==> config.mk <==
export PLATFORM = sky130hd
export DESIGN_NAME = sysctl_bank
export DESIGN_NICKNAME = d
export VERILOG_FILES = /design/src/rtl/sysctl_pkg.sv /design/src/rtl/sysctl_addr_dec.sv /design/src/rtl/sysctl_gpio.sv /design/src/rtl/sysctl_dbg.sv /design/src/rtl/sysctl_bank.sv
export SDC_FILE = /design/constraint.sdc
export NUM_CORES = 1
export LEC_CHECK = 0
export BUFFER_PORTS_ARGS = -buffer_cell sky130_fd_sc_hd__buf_2
export CAP_MARGIN = 5
export CORE_ASPECT_RATIO = 1.1
export CORE_MARGIN = 8
export CORE_UTILIZATION = 50
export CTS_CLUSTER_SIZE = 24
export DETAILED_ROUTE_END_ITERATION = 10
export PLACE_DENSITY = 0.85
export SLEW_MARGIN = 15
export SYNTH_ARGS = -nofsm -noshare
export SYNTH_HDL_FRONTEND = slang
export SYNTH_SLANG_ARGS = --single-unit
==> constraint.sdc <==
create_clock -name clk_i -period 2.97 [get_ports clk_i]
set_input_delay 0.891 -clock clk_i [delete_from_list [all_inputs] [get_ports clk_i]]
set_output_delay 0.891 -clock clk_i [all_outputs]
set_load 0.02 [all_outputs]
==> src/rtl/sysctl_pkg.sv <==
package sysctl_pkg;
  typedef enum logic [1:0] {
    SZ_BYTE = 2'b00,
    SZ_HALF = 2'b01,
    SZ_WORD = 2'b10
  } acc_size_e;

  // word indices (byte offset >> 2)
  localparam int unsigned W_GPIO_IN  = 0;
  localparam int unsigned W_GPIO_OUT = 1;
  localparam int unsigned W_GPIO_EN  = 2;
  localparam int unsigned W_CFG_CMD  = 16;
  localparam int unsigned W_SCRATCH  = 20;
  localparam int unsigned W_LOCK     = 21;
  localparam int unsigned W_FREQ     = 29;
  localparam int unsigned W_CAPS     = 30;
  localparam int unsigned W_SYSID    = 31;

  localparam logic [15:0] CMD_SHUTDOWN = 16'h000E;

  typedef struct packed {
    logic gpio_in;
    logic gpio_out;
    logic gpio_en;
    logic cfg_cmd;
    logic scratch;
    logic lock;
    logic freq;
    logic caps;
    logic sysid;
  } reg_sel_t;
endpackage

==> src/rtl/sysctl_addr_dec.sv <==
module sysctl_addr_dec
  import sysctl_pkg::*;
#(
  parameter int unsigned WORD_W     = 5,
  parameter int unsigned N_TMR      = 2,
  parameter int unsigned TMR_BASE   = 4,
  parameter int unsigned TMR_STRIDE = 4,
  parameter int unsigned TMR_REGS   = 3
) (
  input  logic              valid_i,
  input  logic [WORD_W-1:0] word_i,
  output reg_sel_t          sel_o,
  output logic [N_TMR-1:0]  tmr_sel_o
);
  logic [31:0] word32;
  assign word32 = 32'(word_i);

  always_comb begin
    sel_o = '0;
    if (valid_i) begin
      case (word32)
        32'(W_GPIO_IN):  sel_o.gpio_in  = 1'b1;
        32'(W_GPIO_OUT): sel_o.gpio_out = 1'b1;
        32'(W_GPIO_EN):  sel_o.gpio_en  = 1'b1;
        32'(W_CFG_CMD):  sel_o.cfg_cmd  = 1'b1;
        32'(W_SCRATCH):  sel_o.scratch  = 1'b1;
        32'(W_LOCK):     sel_o.lock     = 1'b1;
        32'(W_FREQ):     sel_o.freq     = 1'b1;
        32'(W_CAPS):     sel_o.caps     = 1'b1;
        32'(W_SYSID):    sel_o.sysid    = 1'b1;
        default:         sel_o          = '0;
      endcase
    end
  end

  for (genvar g = 0; g < N_TMR; g++) begin : g_tmr
    localparam int unsigned BASE = TMR_BASE + (g + 1) * TMR_STRIDE - TMR_STRIDE;
    assign tmr_sel_o[g] = valid_i && (word32 >= 32'(BASE)) && (word32 < 32'(BASE + TMR_REGS));
  end
endmodule

==> src/rtl/sysctl_gpio.sv <==
module sysctl_gpio #(
  parameter int unsigned GPIO_W = 8,
  parameter logic [GPIO_W-1:0] STRAP = GPIO_W'(1)
) (
  input  logic              clk_i,
  input  logic              rst_ni,
  input  logic [GPIO_W-1:0] gpio_i,
  input  logic              we_out_i,
  input  logic              we_en_i,
  input  logic [GPIO_W-1:0] wdata_i,
  output logic [GPIO_W-1:0] in_sync_o,
  output logic [GPIO_W-1:0] out_o,
  output logic [GPIO_W-1:0] en_o,
  output logic              irq_o
);
  logic [GPIO_W-1:0] meta_q, sync_q, prev_q, out_q, en_q;
  logic              irq_q;

  always_ff @(posedge clk_i or negedge rst_ni) begin
    if (!rst_ni) begin
      meta_q <= STRAP;
      sync_q <= STRAP;
      prev_q <= STRAP;
      irq_q  <= 1'b0;
    end else begin
      meta_q <= gpio_i;
      sync_q <= meta_q;
      prev_q <= sync_q;
      irq_q  <= |((sync_q ^ prev_q) & en_q);
    end
  end

  always_ff @(posedge clk_i or negedge rst_ni) begin
    if (!rst_ni) begin
      out_q <= '0;
      en_q  <= '0;
    end else begin
      if (we_out_i) out_q <= wdata_i;
      if (we_en_i)  en_q  <= wdata_i;
    end
  end

  assign in_sync_o = sync_q;
  assign out_o     = out_q;
  assign en_o      = en_q;
  assign irq_o     = irq_q;

  AST_IRQ_NEEDS_EN: assert property (@(posedge clk_i) disable iff (!rst_ni)
    irq_o |-> $past(|en_q));
endmodule

==> src/rtl/sysctl_dbg.sv <==
module sysctl_dbg #(
  parameter int unsigned DATA_W = 32
) (
  input  logic              clk_i,
  input  logic              rst_ni,
  input  logic              we_scratch_i,
  input  logic              we_lock_i,
  input  logic [DATA_W-1:0] wdata_i,
  output logic [DATA_W-1:0] scratch_o,
  output logic              lock_o
);
  logic [DATA_W-1:0] scratch_q;
  logic              lock_q;

  always_ff @(posedge clk_i or negedge rst_ni) begin
    if (!rst_ni) begin
      scratch_q <= '0;
      lock_q    <= 1'b0;
    end else begin
      if (we_scratch_i && !lock_q) scratch_q <= wdata_i;
      if (we_lock_i)               lock_q    <= 1'b1; // data ignored
    end
  end

  assign scratch_o = scratch_q;
  assign lock_o    = lock_q;

  AST_LOCK_STICKY: assert property (@(posedge clk_i) disable iff (!rst_ni)
    lock_q |=> lock_q);
  AST_SCRATCH_FROZEN: assert property (@(posedge clk_i) disable iff (!rst_ni)
    lock_q |=> $stable(scratch_q));
endmodule

==> src/rtl/sysctl_bank.sv <==
module sysctl_bank
  import sysctl_pkg::*;
#(
  parameter int unsigned ADDR_W   = 7,
  parameter int unsigned GPIO_W   = 8,
  parameter int unsigned N_TMR    = 2,
  parameter logic [GPIO_W-1:0] GPIO_STRAP = GPIO_W'(1),
  parameter logic [31:0] CLK_HZ   = 32'd80_000_000,
  parameter logic [31:0] CAPS     = 32'h0000_0000,
  parameter logic [31:0] SYS_ID   = 32'h1001_4D31
) (
  input  logic                clk_i,
  input  logic                rst_ni,
  input  logic                bus_en_i,
  input  logic                bus_we_i,
  input  logic [1:0]          bus_size_i,
  input  logic [ADDR_W-1:0]   bus_addr_i,
  input  logic [31:0]         bus_wdata_i,
  output logic [31:0]         bus_rdata_o,
  input  logic [GPIO_W-1:0]   gpio_i,
  output logic [GPIO_W-1:0]   gpio_o,
  output logic                gpio_irq_o,
  output logic [N_TMR-1:0]    tmr_sel_o,
  output logic                tmr_we_o,
  output logic [1:0]          tmr_idx_o,
  input  logic [N_TMR*32-1:0] tmr_rdata_i,
  output logic                shutdown_req_o,
  output logic                reset_req_o
);
  localparam int unsigned WORD_W = ADDR_W - 2;

  logic              valid, wr, rd;
  logic [WORD_W-1:0] word;
  logic [1:0]        unused_byte_lane;
  reg_sel_t          sel;
  logic [GPIO_W-1:0] gpio_in, gpio_en;
  logic [31:0]       scratch, rd_mux, rdata_q;
  logic              lock, shdn_q, rstreq_q;

  assign valid            = bus_en_i && (bus_size_i == SZ_WORD);
  assign wr               = valid && bus_we_i;
  assign rd               = valid && !bus_we_i;
  assign word             = bus_addr_i[ADDR_W-1:2];
  assign unused_byte_lane = bus_addr_i[1:0];

  sysctl_addr_dec #(.WORD_W(WORD_W), .N_TMR(N_TMR)) u_dec (
    .valid_i   (valid),
    .word_i    (word),
    .sel_o     (sel),
    .tmr_sel_o (tmr_sel_o)
  );

  // timer windows are 4-word aligned
  assign tmr_idx_o = word[1:0];
  assign tmr_we_o  = bus_we_i;

  sysctl_gpio #(.GPIO_W(GPIO_W), .STRAP(GPIO_STRAP)) u_gpio (
    .clk_i     (clk_i),
    .rst_ni    (rst_ni),
    .gpio_i    (gpio_i),
    .we_out_i  (sel.gpio_out && bus_we_i),
    .we_en_i   (sel.gpio_en && bus_we_i),
    .wdata_i   (bus_wdata_i[GPIO_W-1:0]),
    .in_sync_o (gpio_in),
    .out_o     (gpio_o),
    .en_o      (gpio_en),
    .irq_o     (gpio_irq_o)
  );

  sysctl_dbg #(.DATA_W(32)) u_dbg (
    .clk_i        (clk_i),
    .rst_ni       (rst_ni),
    .we_scratch_i (sel.scratch && bus_we_i),
    .we_lock_i    (sel.lock && bus_we_i),
    .wdata_i      (bus_wdata_i),
    .scratch_o    (scratch),
    .lock_o       (lock)
  );

  always_comb begin
    rd_mux = '0;
    if (sel.gpio_in)  rd_mux = 32'(gpio_in);
    if (sel.gpio_out) rd_mux = 32'(gpio_o);
    if (sel.gpio_en)  rd_mux = 32'(gpio_en);
    if (sel.cfg_cmd)  rd_mux = 32'd1; // port always ready
    if (sel.scratch)  rd_mux = scratch;
    if (sel.lock)     rd_mux = 32'(lock);
    if (sel.freq)     rd_mux = CLK_HZ;
    if (sel.caps)     rd_mux = CAPS;
    if (sel.sysid)    rd_mux = SYS_ID;
    for (int i = 0; i < N_TMR; i++) begin
      if (tmr_sel_o[i]) rd_mux = tmr_rdata_i[i*32 +: 32];
    end
  end

  always_ff @(posedge clk_i or negedge rst_ni) begin
    if (!rst_ni) begin
      rdata_q  <= '0;
      shdn_q   <= 1'b0;
      rstreq_q <= 1'b0;
    end else begin
      rdata_q  <= rd ? rd_mux : '0;
      shdn_q   <= wr && sel.cfg_cmd && (bus_wdata_i[15:0] == CMD_SHUTDOWN);
      rstreq_q <= wr && sel.sysid;
    end
  end

  assign bus_rdata_o    = rdata_q;
  assign shutdown_req_o = shdn_q;
  assign reset_req_o    = rstreq_q;

  AST_SHDN_AFTER_WRITE: assert property (@(posedge clk_i) disable iff (!rst_ni)
    shutdown_req_o |-> $past(bus_en_i && bus_we_i && bus_size_i == SZ_WORD));
  AST_RSTREQ_AFTER_WRITE: assert property (@(posedge clk_i) disable iff (!rst_ni)
    reset_req_o |-> $past(bus_en_i && bus_we_i && bus_size_i == SZ_WORD));
  AST_TMR_SEL_ONEHOT: assert property (@(posedge clk_i) disable iff (!rst_ni)
    $onehot0(tmr_sel_o));
endmodule

==> Word level (Yosys, flattened, before mapping) <==
Index checks and enable logic that the tools add are counted.
{ "word_totals": {"inputBits": 117, "regBits": 108, "word_cells": 68} }
{ "op_classes": {"bitwise_logic": 2, "n_eq_ne": 10, "n_mux": 22, "n_reduce_logical": 19, "order_cmp": 4} }
{ "op_table": {"columns": ["cell", "count"], "rows": [
  ["$mux W32", 10],
  ["$logic_not A32 Y1", 1],
  ["$eq A5 B5 Y1 const B", 6],
  ["$eq A16 B4 Y1 const B", 1],
  ["$mux W8", 2],
  ["$logic_and A1 B1 Y1", 15],
  ["$mux W1", 9],
  ["$mux W9", 1],
  ["$and A8 B8 Y8", 1],
  ["$reduce_or A8 Y1", 1],
  ["$xor A8 B8 Y8", 1],
  ["$eq A5 B1 Y1 const B", 1],
  ["$eq A5 B2 Y1 const B", 1],
  ["$ge A5 B3 Y1 const B", 1],
  ["$ge A5 B4 Y1 const B", 1],
  ["$lt A5 B3 Y1 const B", 1],
  ["$lt A5 B4 Y1 const B", 1],
  ["$eq A2 B2 Y1 const B", 1],
  ["$logic_not A1 Y1", 2]
]} }

==> Longest topological paths before layout <==
{ "depth": {"depth_word": 15, "ltp_mapped": 7, "ltp_nobuf": 6} }

==> Cells and area by module <==
A second synthesis with hierarchy kept.
{ "unflattened": {"cells_unflattened": 384, "area_unflattened_um2": 4974.8} }
{ "by_module_without_submodules": {"columns": ["module", "instances", "area_per_inst_um2", "cells_per_inst"], "rows": [
  ["sysctl_bank", 1, 2062.0, 222],
  ["sysctl_gpio", 1, 1398.8, 72],
  ["sysctl_dbg", 1, 1382.6, 71],
  ["sysctl_addr_dec", 1, 131.4, 19]
]} }

==> Worst setup path after synthesis <==
No wires, ideal clock.
{ "synth_path": {"path_type": "in2out", "from": "in bus_addr_i[2]", "to": "out tmr_sel_o[1]", "slack_ns": 0.245, "arrival_time_ns": 1.834, "cell_stages": 5, "n_path_buf": 2, "cell_sequence": "buf_2 > a21oi_1 > nand2_1 > nor3_2 > buf_2"} }
{ "synth_via": {"elab_chain_len": 3, "word_cells_on_any_way": 4, "cone_classes": "order compare (2); reduce/logical (2)"} }
{ "synth_rtl": {"columns": ["item", "line_no", "source"], "rows": [
  ["from (decl)", "sysctl_bank.sv:17", "input logic [ADDR_W-1:0] bus_addr_i,"],
  ["$ge A5 B4 Y1", "sysctl_addr_dec.sv:38", "assign tmr_sel_o[g] = valid_i && (word32 >= 32'(BASE)) && (word32 < 32'(BASE + TMR_REGS));"],
  ["$logic_and A1 B1 Y1", "sysctl_addr_dec.sv:38", null],
  ["$logic_and A1 B1 Y1 (*)", "sysctl_addr_dec.sv:38", null],
  ["to (decl)", "sysctl_bank.sv:23", "output logic [N_TMR-1:0] tmr_sel_o,"]
]} }
Every way passes the cells marked *; elsewhere a longest branch is shown, timed or not.

==> Worst setup path in the final report <==
{ "layout_path": {"from": "in bus_addr_i[6]", "to": "out tmr_sel_o[0]"} }
{ "layout_via": {"elab_chain_len": 3, "word_cells_on_any_way": 4, "cone_classes": "order compare (2); reduce/logical (2)"} }
{ "layout_rtl": {"columns": ["item", "line_no"], "rows": [
  ["$ge A5 B3 Y1", "sysctl_addr_dec.sv:38"],
  ["$logic_and A1 B1 Y1", "sysctl_addr_dec.sv:38"],
  ["$logic_and A1 B1 Y1 (*)", "sysctl_addr_dec.sv:38"]
]} }
Marked as above.

==> metrics.cfg <==
[status]
status = completed

[sta]
hold_viol = 0
setup_tns_ps = 0
setup_violations = 0
fmaxAchievable_mhz = 360
slew_headroom = 0.581
final_max_slew_viol_count = 0
finalCritPeriodShare = 0.935
post-route-min-period_ps = 2780
fin_skew_ps = 11.6
hold_ws_ps = 354
finalWorstSetupSlack_ps = 195
rsz0062_at_grt = false
worstMarginPinSlew_ps = 629

[floorplan]
die_area_um2 = 12800
rows = 37
coreArea_um2 = 9260
die-width_um = 109
ios = 165
die_h_um = 118
start_util = 0.510

[detailed_routing]
drt-initial-drc-count = 277
firstDrtPassIters = 5
wl_per_cell_um = 19.9
routed_wl_mm = 13.3
drc_errors = 0
ant_nets = 0
viasPerCell = 5.71
vias = 3824

[synthesis]
yosysMostFrequentCell = dfrtp_1
synth_cell_types = 46
syn_avg_cell_area_um2 = 12.1
synthArstFlopShare = 1.00
ys_warn_count = 0
ys_seq_area_frac = 0.573
synth_fp_nets = 506
ys_seq_elements = 108
synth_cells = 389
synth_area_um2 = 4720
yosys.area.top_type_share = 0.556
yosys-top-cells-area = dfrtp_1 56%, mux2_1 9.1%, a22oi_1 5.2%, a21oi_1 4.3%, nor2_1 2.9%
synthFlopType = dfrtp_1
synth_edf_count = 0
netlist_top_cells_count = 105 x dfrtp_1, 41 x a21oi_1, 38 x mux2_1
yosysTopAreaCell = dfrtp_1

[global_route]
grt_pass1_wl_mm = 21.0
grt_max_degree = 109
antenna_found_initial = 3
grt_pass1_vias = 4054
grt_usage = 0.211
grt-ovfl-total = 0

[cells_and_area]
drive_above_1_share = 0.386
nets = 664
syn_to_final_growth_pct = 23.9

[place]
port_buffers = 162
place_ws_ps = 223
detailed_place_hpwl_mm = 10.0
gp_congestion = 0.891

[power]
seqPwrFrac = 0.576
p_leak_uw = 0.00295
combPwrFrac = 0.106
pwr_density_cell_nw_per_um2 = 461
p_clk_frac = 0.318
p_int_uw = 1990
p_sw_uw = 707
swShare = 0.262
ir_drop_mv = 0.363

[worst_setup_path]
cp.required_ps = 2080
crit_fanout = 10
path_class = in -> out
start_kind = primary input
arrival_ps = 1880
end_kind = primary output

[min_path]
hold_path_class = reg -> reg

[clocking]
post_cts_buffers = 0
clk_latency_ps = 380
postCtsHoldBufs = 0
clock_sinks = 108
cts_tree = yes
cts_buffers = 9
clk_pin_slew_worst_paths_ps = 90
cts_buffer_depth = 2
cts-root-buf = clkbuf_8
post_cts_resized = 0
htreeDepth = 3

[run]
drv_cap = 0

-- cell usage in the layout (no fill, tap or decap), types with 2 or more instances in the layout --
cell type,n
a211oi_1,4
a21oi_1,41
a22oi_1,33
a2bb2oi_1,7
buf_12,2
buf_2,161
buf_4,12
clkbuf_8,10
dfrtp_1,105
dfstp_2,3
inv_6,2
mux2_1,38
mux2_2,2
mux2_4,8
mux2i_1,8
nand2_1,13
nand2b_1,2
nand3_1,2
nand3_4,2
nand4_1,3
nor2_1,37
nor2b_1,3
nor3_4,2
nor4_1,3
o21a_1,2
o21ai_0,12
o21ai_1,3
o22ai_1,2
xor2_1,8
-- power by group through the flow --
stage                     Combinational, uW  Clock, uW  Sequential [uW]
after floorplan                         120          0             1580
after global placement                  277          0             1580
after detailed placement                286          0             1580
after CTS                               287        880             1550
after global routing                    312        928             1560
final                                   286        859             1550
-- kinds of logic after synthesis --
kind of cell,Yosys count,share of synthesized area
AO/OA/AOI/OAI,108,0.145
XOR/XNOR,8,0.0148
buffers and inverters,30,0.0336
flip-flops,108,0.573
multiplexers,56,0.138
AND/OR/NAND/NOR,79,0.0956
-- critical path, stage by stage --
cell and delay (ps):
buf_2 170, a211oi_2 270, nand2_1 140, inv_1 200
buf_2 210
-- path summary, 6_finish.rpt --
kind / cells after the start / endpoint / start / slack (ps)
setup / recovery: 5 / tmr_sel_o[0] / bus_addr_i[6] / 190
hold / removal: 0 / u_gpio.in_sync_o[7] / u_gpio.meta_q[7] / 350
hold reg to reg: 0 / u_gpio.in_sync_o[7] / u_gpio.meta_q[7] / 350
min in group asynchronous: 2 / u_gpio.in_sync_o[6] / rst_ni / 540
max in group asynchronous: 2 / u_dbg.scratch_o[30] / rst_ni / 1970
setup reg to reg: 3 / u_dbg.scratch_o[21] / u_dbg.lock_o / 1610
-- registers in the layout (all words and copies together) (netlist names) --
name and cells:
bus_rdata_o 32, u_dbg.scratch_o 32, u_gpio.en_o 8, u_gpio.in_sync_o 8, u_gpio.meta_q 8, u_gpio.out_o 8, u_gpio.prev_q 8, reset_req_o 1
shutdown_req_o 1, u_dbg.lock_o 1, u_gpio.irq_o 1
-- layout make-up --
class	instances	area (um2)
antenna	1	2.50
clock buffer	11	141
clock inverter	5	42.5
fill	756	3410
inverter	2	7.51
multi-input combinational	251	1870
sequential	108	2710
tap	117	146
timing repair buffer	175	936
-- metal layers --
layer | part of all wire | track usage | up-vias
met5 | 0.0016 | 0 | -
met4 | 0.034 | 0.102 | 4
met1 | 0.39 | 0.266 | 1861
met3 | 0.089 | 0.0581 | 37
li1 | - | - | 1726
met2 | 0.48 | 0.325 | 196
-- metrics by stage --
stage	instance area [um2]	std cells	utilization	total power, uW
detailed placement	5670	653	0.612	1870
finish	5850	670	0.632	2700
floorplan	4720	389	-	1700
global route	5850	670	0.632	2800
CTS	5850	669	0.632	2720
global placement	5670	653	0.612	1860
(Power assumes the default switching activity.)
